File: config.mk
export PLATFORM = sky130hd
export DESIGN_NAME = lbist_prpg_misr
export DESIGN_NICKNAME = d
export VERILOG_FILES = /design/src/rtl/lbist_pkg.sv /design/src/rtl/lbist_ctrl.sv /design/src/rtl/lbist_prpg.sv /design/src/rtl/lbist_misr.sv /design/src/rtl/lbist_prpg_misr.sv
export SDC_FILE = /design/constraint.sdc
export NUM_CORES = 1
export LEC_CHECK = 0
export BUFFER_PORTS_ARGS = -buffer_cell sky130_fd_sc_hd__buf_2
export CAP_MARGIN = 40
export CORE_AREA = 5 5 164 166
export DETAILED_ROUTE_END_ITERATION = 8
export DIE_AREA = 0 0 169 171
export HOLD_SLACK_MARGIN = 0.02
export SLEW_MARGIN = 40
export SYNTH_ARGS = -nofsm -noshare
export SYNTH_HDL_FRONTEND = slang
export SYNTH_SLANG_ARGS = --single-unit
File: constraint.sdc
create_clock -name clk -period 3.3 [get_ports clk]
set_input_delay 0.165 -clock clk [delete_from_list [all_inputs] [get_ports clk]]
set_output_delay 0.165 -clock clk [all_outputs]
set_load 0.01 [all_outputs]
File: src/rtl/lbist_pkg.sv
package lbist_pkg;

    localparam int LBIST_W = 61;
    localparam logic [LBIST_W-1:0] LBIST_TAPS =
        (61'b1 << 0) | (61'b1 << 14) | (61'b1 << 15) | (61'b1 << 60);
    localparam logic [LBIST_W-1:0] LBIST_RESET_SEED = 61'h1;

    typedef enum logic [1:0] {
        OP_HOLD   = 2'd0,
        OP_SHIFT  = 2'd1,
        OP_LOAD   = 2'd2,
        OP_REJECT = 2'd3
    } lbist_op_e;

    typedef struct packed {
        logic load;
        logic shift;
        logic seed_zero;
    } lbist_req_t;

    function automatic lbist_op_e decode_op(input lbist_req_t req);
        if (req.load)
            return req.seed_zero ? OP_REJECT : OP_LOAD;
        else if (req.shift)
            return OP_SHIFT;
        return OP_HOLD;
    endfunction

endpackage

File: src/rtl/lbist_ctrl.sv
module lbist_ctrl
    import lbist_pkg::*;
#(
    parameter int W = LBIST_W
) (
    input  logic         clk,
    input  logic         rst,
    input  logic         load_en,
    input  logic         shift_en,
    input  logic [W-1:0] gen_seed,
    output lbist_op_e    op,
    output logic         seed_err
);

    lbist_req_t req;

    always_comb begin
        req.load      = load_en;
        req.shift     = shift_en;
        req.seed_zero = (gen_seed == '0);
        op            = decode_op(req);
    end

    always_ff @(posedge clk) begin
        if (rst)
            seed_err <= 1'b0;
        else if (op == OP_REJECT)
            seed_err <= 1'b1;
        else if (op == OP_LOAD)
            seed_err <= 1'b0;
    end

    assert_zero_seed_flag_R7: assert property (@(posedge clk) disable iff (rst)
        (load_en && gen_seed == '0) |=> seed_err);

    assert_good_seed_clear_R7: assert property (@(posedge clk) disable iff (rst)
        (load_en && gen_seed != '0) |=> !seed_err);

endmodule

File: src/rtl/lbist_prpg.sv
module lbist_prpg
    import lbist_pkg::*;
#(
    parameter int           W      = LBIST_W,
    parameter logic [W-1:0] TAPS   = LBIST_TAPS,
    parameter logic [W-1:0] RSEED  = LBIST_RESET_SEED
) (
    input  logic         clk,
    input  logic         rst,
    input  lbist_op_e    op,
    input  logic [W-1:0] seed,
    output logic [W-1:0] state,
    output logic [W-1:0] chan
);

    localparam int TOP = W - 1;

    logic [W-1:0] stepped;
    logic         fb;

    assign fb = ^(state & TAPS);

    genvar gi;
    generate
        for (gi = 0; gi < TOP; gi++) begin : g_shift
            assign stepped[gi] = state[gi+1];
        end
        for (gi = 0; gi < W; gi++) begin : g_spread
            assign chan[gi] = state[gi] ^ state[0];
        end
    endgenerate
    assign stepped[TOP] = fb;

    always_ff @(posedge clk) begin
        if (rst)
            state <= RSEED;
        else begin
            case (op)
                OP_LOAD:  state <= seed;
                OP_SHIFT: state <= stepped;
                default:  state <= state;
            endcase
        end
    end

    assert_gen_nonzero_R9: assert property (@(posedge clk) disable iff (rst)
        state != '0);

    assert_gen_shift_dir_R2: assert property (@(posedge clk) disable iff (rst)
        (op == OP_SHIFT) |=> state[TOP-1:0] == $past(state[TOP:1]));

    assert_gen_hold_R5: assert property (@(posedge clk) disable iff (rst)
        (op == OP_HOLD || op == OP_REJECT) |=> $stable(state));

    assert_gen_load_R6: assert property (@(posedge clk) disable iff (rst)
        (op == OP_LOAD) |=> state == $past(seed));

endmodule

File: src/rtl/lbist_misr.sv
module lbist_misr
    import lbist_pkg::*;
#(
    parameter int           W    = LBIST_W,
    parameter logic [W-1:0] TAPS = LBIST_TAPS
) (
    input  logic         clk,
    input  logic         rst,
    input  lbist_op_e    op,
    input  logic [W-1:0] seed,
    input  logic [W-1:0] resp,
    output logic [W-1:0] state
);

    localparam int TOP = W - 1;

    logic [W-1:0] folded;
    logic         fb;

    assign fb = ^(state & TAPS);

    genvar gi;
    generate
        for (gi = 0; gi < TOP; gi++) begin : g_fold
            assign folded[gi] = state[gi+1] ^ resp[gi];
        end
    endgenerate
    assign folded[TOP] = fb ^ resp[TOP];

    always_ff @(posedge clk) begin
        if (rst)
            state <= '0;
        else begin
            case (op)
                OP_LOAD:  state <= seed;
                OP_SHIFT: state <= folded;
                default:  state <= state;
            endcase
        end
    end

    assert_sig_hold_R5: assert property (@(posedge clk) disable iff (rst)
        (op == OP_HOLD || op == OP_REJECT) |=> $stable(state));

    assert_sig_zero_resp_R4: assert property (@(posedge clk) disable iff (rst)
        (op == OP_SHIFT && resp == '0) |=>
            state[TOP-1:0] == $past(state[TOP:1]));

endmodule

File: src/rtl/lbist_prpg_misr.sv
module lbist_prpg_misr
    import lbist_pkg::*;
#(
    parameter int           W    = LBIST_W,
    parameter logic [W-1:0] TAPS = LBIST_TAPS
) (
    input  logic         clk,
    input  logic         rst,
    input  logic         load_en,
    input  logic [W-1:0] gen_seed,
    input  logic [W-1:0] sig_seed,
    input  logic         shift_en,
    input  logic [W-1:0] resp_in,
    output logic [W-1:0] chan_out,
    output logic [W-1:0] gen_state,
    output logic [W-1:0] sig_state,
    input  logic [W-1:0] expect_sig,
    output logic         sig_match,
    output logic         seed_err
);

    lbist_op_e op;

    lbist_ctrl #(.W(W)) ctrl_i (
        .clk      (clk),
        .rst      (rst),
        .load_en  (load_en),
        .shift_en (shift_en),
        .gen_seed (gen_seed),
        .op       (op),
        .seed_err (seed_err)
    );

    lbist_prpg #(.W(W), .TAPS(TAPS), .RSEED(LBIST_RESET_SEED)) prpg_i (
        .clk   (clk),
        .rst   (rst),
        .op    (op),
        .seed  (gen_seed),
        .state (gen_state),
        .chan  (chan_out)
    );

    lbist_misr #(.W(W), .TAPS(TAPS)) misr_i (
        .clk   (clk),
        .rst   (rst),
        .op    (op),
        .seed  (sig_seed),
        .resp  (resp_in),
        .state (sig_state)
    );

    assign sig_match = (sig_state == expect_sig);

    assert_chan0_low_R3: assert property (@(posedge clk) disable iff (rst)
        chan_out[0] == 1'b0);

    assert_reject_keeps_sig_R7: assert property (@(posedge clk) disable iff (rst)
        (load_en && gen_seed == '0) |=> $stable(sig_state) && $stable(gen_state));

endmodule

==> results.toml, run 1 <==
[finish]
multi_input_area_sq_um = 4580
final_common_cell = "buf_2"
regArea_sq_um = 2470
nFillCells = 2667
layout_common_cells = "430 x buf_2, 182 x nand2_1, 122 x xor2_1, 122 x dfxtp_1"
area_growth_pct = 43.9
fin_util_pct = 41.8
drive_gt1_share_pct = 36.3
nets = 1582

[synth]
synth_area_leaders = "dfxtp_1 33%, xor2_1 14%, nand2_1 9.2%, xnor2_1 7.5%, a311oi_1 7.0%"
syn_area_per_cell_sq_um = 7.98
yosysSeqAreaShare_pct = 33.3
ys_ff_latch = 123
post_synth_num_cell_types = 27
syn_nets = 1175
yosysTopAreaCell = "dfxtp_1"
ys_warn_count = 0
synth_area_sq_um = 7390
synth_top_area_share_pct = 33.3
syn-instance-count = 926

[floorplan]
fp.dieH_um = 171
start_util_pct = 29.0
die-area_sq_um = 28900
die_width_um = 169
core_area_sq_um = 25500
ios = 433
row_count = 59

[sta]
maxSlewViolCount = 0
hold_violations = 0
tns_ns = 0
fmax_mhz = 338
fin_skew_ns = 0.0114
worst_pin_slew_ns = 0.837
finalCritPeriodShare_pct = 89.6
min_period_ns = 2.96
setup_viol = 0
rsz0062_at_grt = "false"
slew_headroom_pct = 43.7

[placement]
port_buffers = 431
hpwl_um = 25300
gp_congestion = 0.913

[cts]
insertion_delay_ns = 0.41
cts_buffer_depth = 2
cts_buffers = 17
cts_max_level = 4
clockRootBuffer = "clkbuf_16"
cts_setup_buffers = 0
cts_tree = "done"
clock_sinks = 123
clk_pin_slew_ns = 0.06

[setup_path]
rr_startpoint = "prpg_i.state[0]"
cp.required_ns = 3.61
critPathMaxFanout = 54
start_kind = "primary input"
r2r_slack_ns = 1.56
crit_start = "gen_seed[28]"
arrival_ns = 3.26
critPathKind = "in -> reg"
end_kind = "flip-flop"

[pwr]
powerDensity_nw_per_um2 = 502
ir_drop_mv = 0.298
p_leak_nw = 4.70

[routing]
avgRoutedWirePerCell_um = 19.1
dr.pass1.iters = 4
finalWirelength_um = 32200
drcViolationCount = 0
antenna_left = 0
num_vias = 8198
via_per_inst = 4.87
drt_iter0_markers = 447

[global_route]
grt_pass1_wl_um = 46700
grt_usage_pct = 20.8
grt_overflow_total = 0
grt_max_degree = 71
grt_pass1_vias = 8038
antenna_found_initial = 1

[outcome]
status = "finished clean"

[worst_hold_path]
hold_path_class = "in -> reg"
hold_start = "gen_seed[58]"

[run]
drv_cap = 0
[stage by stage]
step	power [mW]	hold WS (ns)	instances	area, sq um	worst slack, ns
final	5.33	0.0464	1682	10600	0.343
after global routing	5.62	0.0410	1681	10600	0.178
after CTS	5.40	0.0205	1681	10600	0.377
after floorplan	2.63	0.317	926	7390	1.13
after detailed placement	3.34	0.452	1633	9840	0.441
after global placement	3.33	0.447	1633	9840	0.488
[cell usage after synthesis]
library cell and number:
nand2_1 182, a311oi_1 59, a31oi_1 3, xor2_1 122, buf_4 9, or4_1 1
buf_2 32, nor4_1 29, xnor2_1 63, clkbuf_1 31, nor2b_1 2, and2b_1 1
o211ai_1 60, nor2_1 63, nand2b_1 61, ha_1 1, nand3b_1 2, nor4b_2 1
nor3_1 1, buf_1 5, nand4_1 8, dfxtp_1 123, conb_1 1, mux2i_1 1
a21oi_1 62, mux2_2 2, or2_2 1
[report_power, final]
group	internal, mW	switching (mW)
combinational	0.670	0.780
clock	1.29	0.728
sequential	1.63	0.235
[path summary, 6_finish.rpt]
path / cells past startpoint / end
setup / recovery: 11 / prpg_i.state[32]
setup reg to reg: 4 / prpg_i.state[60]
hold reg to reg: 2 / ctrl_i.seed_err
hold / removal: 3 / prpg_i.state[58]
[worst max-delay path, stage by stage]
cell and delay (ns):
dlygate4sd3_1 0.53, buf_2 0.13, nor4_1 0.48, nand4_1 0.23
or4_1 0.59, nand2_1 0.14, ha_4 0.22, buf_12 0.18
buf_12 0.23, nor2_1 0.07, a311oi_1 0.26
[area by class of cell]
cell class / instances / share of cell area, %
Clock buffer: 19 / 4.16
Sequential cell: 123 / 23.2
Clock inverter: 13 / 1.79
Multi-Input combinational cell: 726 / 43.1
Timing Repair Buffer: 465 / 23.8
Antenna cell: 1 / 0.0235
Tap cell: 335 / 3.94
[timing repair]
item / in CTS / in global routing
endpoints found under the hold margin: 16 / 0
setup endpoints to repair: 0 / 0
hold buffers: 16 / 0
gates resized for setup: 0 / 0
[sequential cells by signal, indices dropped and copies added, names as in the netlist]
| name | flops |
|---|---|
| ctrl_i.seed_err | 1 |
| misr_i.state | 61 |
| prpg_i.state | 61 |
[per-layer routing]
metal,up-vias,GRT usage (%),share of wire (%)
met5,-,0,0
met3,48,4.97,7.5
met1,3777,24.7,40
met4,0,9.10,3.7
met2,375,35.8,49
li1,3998,-,-
[cells by family (layout without fill, tap and decap cells)]
logic type                 after synthesis  in the layout  synth area share (%)
AOI/OAI and AO/OA                      184            184                  17.5
other                                    1              2                0.0507
muxes                                    3              3                 0.440
DFF                                    123            123                  33.3
and+or+nand+nor                        352            352                  21.7
xor gates and xnor gates               185            185                  21.9
adders and majority gates                1              1                 0.169
buffers and inverters                   77            497                  4.91
Power figures use the tool's default switching activity.
==> inputs of run 2 (changes only) <==
==> constraint.sdc (replaced) <==
create_clock -name clk -period 3.3 [get_ports clk]
set_input_delay 0.165 -clock clk [delete_from_list [all_inputs] [get_ports clk]]
set_output_delay 0.165 -clock clk [all_outputs]
set_load 0.005 [all_outputs]
==> run 2 against run 1 <==
  * Utilization up 0.36 points
  * Sequential cell count unchanged
  * Clock-buffer cell count unchanged
  * Critical path depth unchanged
  * Sequential share of layout area down 0.20 points
  * Largest cell class unchanged
==> results.toml, run 2 (synthesis results as in run 1) <==
[pwr]
ir_drop_mv = 0.214
powerDensity_nw_per_um2 = 478
intPower_mw = 3.47
fin_total_pwr_mw = 5.13
pwr-share-clk_pct = 37.1
p_sw_mw = 1.66
p_comb_share_pct = 26.6
swShare_pct = 32.3
p_leak_nw = 4.74
p_seq_share_pct = 36.3

[floorplan]
ios = 433
core_area_sq_um = 25500
die-area_sq_um = 28900
die_width_um = 169
fp.dieH_um = 171
row_count = 59
start_util_pct = 29.0

[cts]
insertion_delay_ns = 0.41
cts_buffer_depth = 2
cts_max_level = 4
clk_pin_slew_ns = 0.06
cts_resized = 0
cts_tree = "done"
clock_sinks = 123
cts_buffers = 17
clockRootBuffer = "clkbuf_16"

[routing]
dr.pass1.iters = 4
num_vias = 8292
drt_iter0_markers = 486
antenna_left = 0
finalWirelength_um = 32500
avgRoutedWirePerCell_um = 19.2
drcViolationCount = 0
via_per_inst = 4.90

[worst_hold_path]
hold_path_class = "in -> reg"

[sta]
hold_ws_ns = 0.0515
rsz0062_at_grt = "false"
setup_slack_ns = 0.276
finalCritPeriodShare_pct = 91.6
setup_viol = 0
fmax_mhz = 331
worst_pin_slew_ns = 0.768
maxSlewViolCount = 0
slew_headroom_pct = 48.8
hold_violations = 0
tns_ns = 0
fin_skew_ns = 0.0130
min_period_ns = 3.02

[global_route]
met1_usage_pct = 25.0
grt_max_degree = 64
grt_util_met2_pct = 37.4
grt_pass1_vias = 8063
grt_usage_pct = 21.1
use_met3_pct = 4.78
busiest_layer = "met2"
grt_overflow_total = 0
antenna_found_initial = 2
grt_pass1_wl_um = 47300

[finish]
nets = 1594
top_regs = "misr_i.state x61, prpg_i.state x61, ctrl_i.seed_err x1"
postLayoutCellArea_sq_um = 10700
drive_gt1_share_pct = 36.5
instances_no_fill = 1692
antenna_cells = 0
nFillCells = 2645
fin_util_pct = 42.1
layout_common_cells = "430 x buf_2, 182 x nand2_1, 122 x xor2_1, 122 x dfxtp_1"
area_growth_pct = 45.1
final_common_cell = "buf_2"

[placement]
gp_congestion = 0.941
placed_area_sq_um = 9910
port_buffers = 431
place_ws_ns = 0.379
placedCellCount = 1639
hpwl_um = 25500

[setup_path]
cp_num_buf_inv = 4
cp.depth = 11
reg2reg_depth = 4
cp.required_ns = 3.60
critPathTopFamily = "simple AND/OR/NAND/NOR gates"
crit_chain = "dlygate4sd3_1 -> buf_2 -> nor4_1 -> nand4_1 -> or4_1 -> nand2_1 -> ha_4 -> buf_12 -> buf_12 -> nor2_1 -> a311oi_1"
r2r_end = "misr_i.state[60]"
worst_path_max_delay_cell = "nor4_1"
end_kind = "flip-flop"
critPathKind = "in -> reg"
arrival_ns = 3.32
slowest_delay_ns = 0.55
r2r_slack_ns = 1.75
start_kind = "primary input"
endpoint = "prpg_i.state[43]"
critPathMaxFanout = 38
crit_top_cell = "buf_12"
crit_start = "gen_seed[55]"
rr_startpoint = "misr_i.state[14]"

[run]
drv_cap = 0

[outcome]
status = "finished clean"
run 2: cell types whose count changed in the layout (fill, tap and decap cells not counted):
cell           previous run  this run
clkinvlp_4                4         5
nor4_2                    0         1
clkbuf_1                  1         0
diode_2                   1         0
dlygate4sd3_1            16        22
clkbuf_8                  1         2
nor4_1                   29        28
buf_4                    13        17
buf_12                    6         8
bufinv_16                 4         2
clkinv_2                  1         0
inv_4                     0         1
run 2: final cells by class:
| class | count | area, sq um | share of cell area [%] |
|---|---|---|---|
| Multi-Input combinational cell | 726 | 4590 | 42.8 |
| Clock buffer | 19 | 453 | 4.22 |
| Tap cell | 335 | 419 | 3.91 |
| Sequential cell | 123 | 2470 | 23.0 |
| Clock inverter | 12 | 139 | 1.29 |
| Timing Repair Buffer | 477 | 2660 | 24.8 |
run 2: worst min path at each step:
stage,startpoint,endpoint,slack (ns),cells past startpoint
detailed placement,gen_seed[51],prpg_i.state[51],0.45,3
global placement,gen_seed[51],prpg_i.state[51],0.45,3
finish,gen_seed[2],prpg_i.state[2],0.05,3
global route,gen_seed[39],prpg_i.state[39],0.04,3
floorplan,load_en,ctrl_i.seed_err,0.32,2
CTS,gen_seed[36],prpg_i.state[36],0.02,3
run 2: tightest hold or removal path: cells and delay by family:
| kind | cells | cell delay (ns) |
|---|---|---|
| compound gates | 1 | 0.08 |
| buf+inv | 1 | 0.11 |
| simple gates | 1 | 0.05 |
run 2: routing by layer:
metal / vias up / share of wire (%)
met3: 48 / 7.6
met5: - / 0.022
met1: 3819 / 40
met2: 390 / 49
met4: 2 / 3.1
li1: 4033 / -
run 2: power by group through the flow:
stage	Sequential, mW	Combinational (mW)	Clock, mW
2_1_floorplan	1.83	0.692	0
3_3_place_gp	1.89	1.34	0
3_5_place_dp	1.90	1.35	0
4_1_cts	1.86	1.38	1.96
5_1_grt	1.88	1.51	2.02
6_report	1.86	1.36	1.90
run 2: repair_timing:
action / in CTS / in global routing
hold buffers: 22 / 0
buffers inserted: 0 / 0
hold endpoints to repair: 22 / 0
setup endpoints to repair: 0 / 0
==> inputs of run 3 (changes only) <==
--- a/config.mk
+++ b/config.mk
@@ -7,9 +7,10 @@
 export LEC_CHECK = 0
 export BUFFER_PORTS_ARGS = -buffer_cell sky130_fd_sc_hd__buf_2
 export CAP_MARGIN = 40
-export CORE_AREA = 5 5 164 166
+export CORE_AREA = 5 5 167 169
+export CTS_BUF_LIST = sky130_fd_sc_hd__clkbuf_8
 export DETAILED_ROUTE_END_ITERATION = 8
-export DIE_AREA = 0 0 169 171
+export DIE_AREA = 0 0 172 174
 export HOLD_SLACK_MARGIN = 0.02
 export SLEW_MARGIN = 40
 export SYNTH_ARGS = -nofsm -noshare
==> run 3 against run 2 <==
  * Sequential share of layout area down 0.46 points
  * Clock skew up 0.0086 ns
  * Register-to-register slack worse by 0.07 ns
  * Critical path type unchanged
  * Critical endpoint is now prpg_i.state[24]
  * Largest cell class unchanged
  * Highest routed layer is now met4
==> results.toml, run 3 (synthesis results as in run 1) <==
[floorplan]
die_width_um = 172
start_util_pct = 28.0
core_area_sq_um = 26400
fp.dieH_um = 174
ios = 433
die-area_sq_um = 29900
row_count = 60

[sta]
finalCritPeriodShare_pct = 88.9
slew_headroom_pct = 46.9
maxSlewViolCount = 0
tns_ns = 0
setup_viol = 0
hold_ws_ns = 0.0617
min_period_ns = 2.94
hold_violations = 0
worst_pin_slew_ns = 0.797
fmax_mhz = 341
rsz0062_at_grt = "false"
fin_skew_ns = 0.0216

[cts]
clock_sinks = 123
clk_pin_slew_ns = 0.08
insertion_delay_ns = 0.44
cts_tree = "done"
cts_max_level = 4
cts_buffers = 17
clockRootBuffer = "clkbuf_8"
cts_buffer_depth = 2

[placement]
placed_area_sq_um = 9900
placedCellCount = 1645
gp_congestion = 0.941
port_buffers = 431
hpwl_um = 25700

[outcome]
status = "finished clean"

[finish]
final_common_cell = "buf_2"
nets = 1631
postLayoutCellArea_sq_um = 10900
antenna_cells = 0
instances_no_fill = 1736
nFillCells = 2710
top_regs = "misr_i.state x61, prpg_i.state x61, ctrl_i.seed_err x1"
area_growth_pct = 48.1
layout_common_cells = "430 x buf_2, 182 x nand2_1, 122 x xor2_1, 122 x dfxtp_1"
drive_gt1_share_pct = 35.4

[routing]
num_vias = 8437
drt_iter0_markers = 461
finalWirelength_um = 33200
dr.pass1.iters = 5
antenna_left = 0
avgRoutedWirePerCell_um = 19.1
via_per_inst = 4.86
drcViolationCount = 0

[pwr]
p_seq_share_pct = 38.5
powerDensity_nw_per_um2 = 440
swShare_pct = 33.4
pwr-share-clk_pct = 32.4
p_comb_share_pct = 29.1
ir_drop_mv = 0.181
p_leak_nw = 4.84
intPower_mw = 3.21
fin_total_pwr_mw = 4.81
p_sw_mw = 1.61

[global_route]
grt_max_degree = 80
grt_pass1_vias = 8253
antenna_found_initial = 0
grt_util_met2_pct = 37.6
met1_usage_pct = 24.8
grt_pass1_wl_um = 48500
grt_overflow_total = 0
busiest_layer = "met2"
grt_usage_pct = 20.9
use_met3_pct = 4.12

[run]
drv_cap = 0

[setup_path]
r2r_slack_ns = 1.68
end_kind = "flip-flop"
cp.required_ns = 3.64
crit_start = "gen_seed[55]"
start_kind = "primary input"
critPathMaxFanout = 29
critPathKind = "in -> reg"
rr_startpoint = "prpg_i.state[0]"
arrival_ns = 3.28

[worst_hold_path]
hold_path_class = "in -> reg"
hold_start = "gen_seed[20]"
[run 3: power groups by stage]
stage	Sequential, mW	Clock, mW	Combinational (mW)
after floorplan	1.83	0	0.692
after global placement	1.89	0	1.34
after detailed placement	1.89	0	1.35
after CTS	1.85	1.60	1.41
after global routing	1.88	1.67	1.54
final	1.85	1.56	1.40
[run 3: per-layer routing]
| layer | vias up | share of wire (%) |
|---|---|---|
| met4 | 0 | 2.3 |
| met2 | 396 | 50 |
| li1 | 4095 | - |
| met1 | 3913 | 40 |
| met5 | - | 0 |
| met3 | 33 | 7.7 |
[run 3: cell type report]
| type | instances | area (sq um) | area share, % |
|---|---|---|---|
| clock buffers | 19 | 262 | 2.39 |
| multi-input cells | 726 | 4580 | 41.9 |
| repair buffers | 514 | 3020 | 27.6 |
| well taps | 341 | 427 | 3.90 |
| flip-flops and latches | 123 | 2470 | 22.5 |
| clock inverters | 13 | 190 | 1.74 |
[run 3: path summary, 6_finish.rpt]
kind | depth (start not counted) | end
setup reg to reg | 4 | prpg_i.state[0]
hold / removal | 3 | prpg_i.state[20]
setup / recovery | 11 | prpg_i.state[24]
hold reg to reg | 2 | ctrl_i.seed_err
[run 3: critical path, cell delays in order]
cell and delay (ns):
dlygate4sd3_1 0.54, buf_2 0.13, nor4_1 0.57, nand4_1 0.22, or4_1 0.61, nand2_1 0.13
ha_4 0.17, buf_12 0.18, buf_4 0.22, nor2_1 0.07, a311oi_1 0.25
[run 3: metrics by stage]
| step | setup WS [ns] | util [%] |
|---|---|---|
| 2_1_floorplan | 1.13 | - |
| 3_3_place_gp | 0.442 | 37.5 |
| 3_5_place_dp | 0.360 | 37.5 |
| 4_1_cts | 0.282 | 41.4 |
| 5_1_grt | 0.194 | 41.4 |
| 6_report | 0.365 | 41.4 |
[run 3: what timing repair did]
item,CTS,global route
hold endpoints to repair,59,0
resized for setup,0,0
hold buffers,59,0
setup buffers,0,0
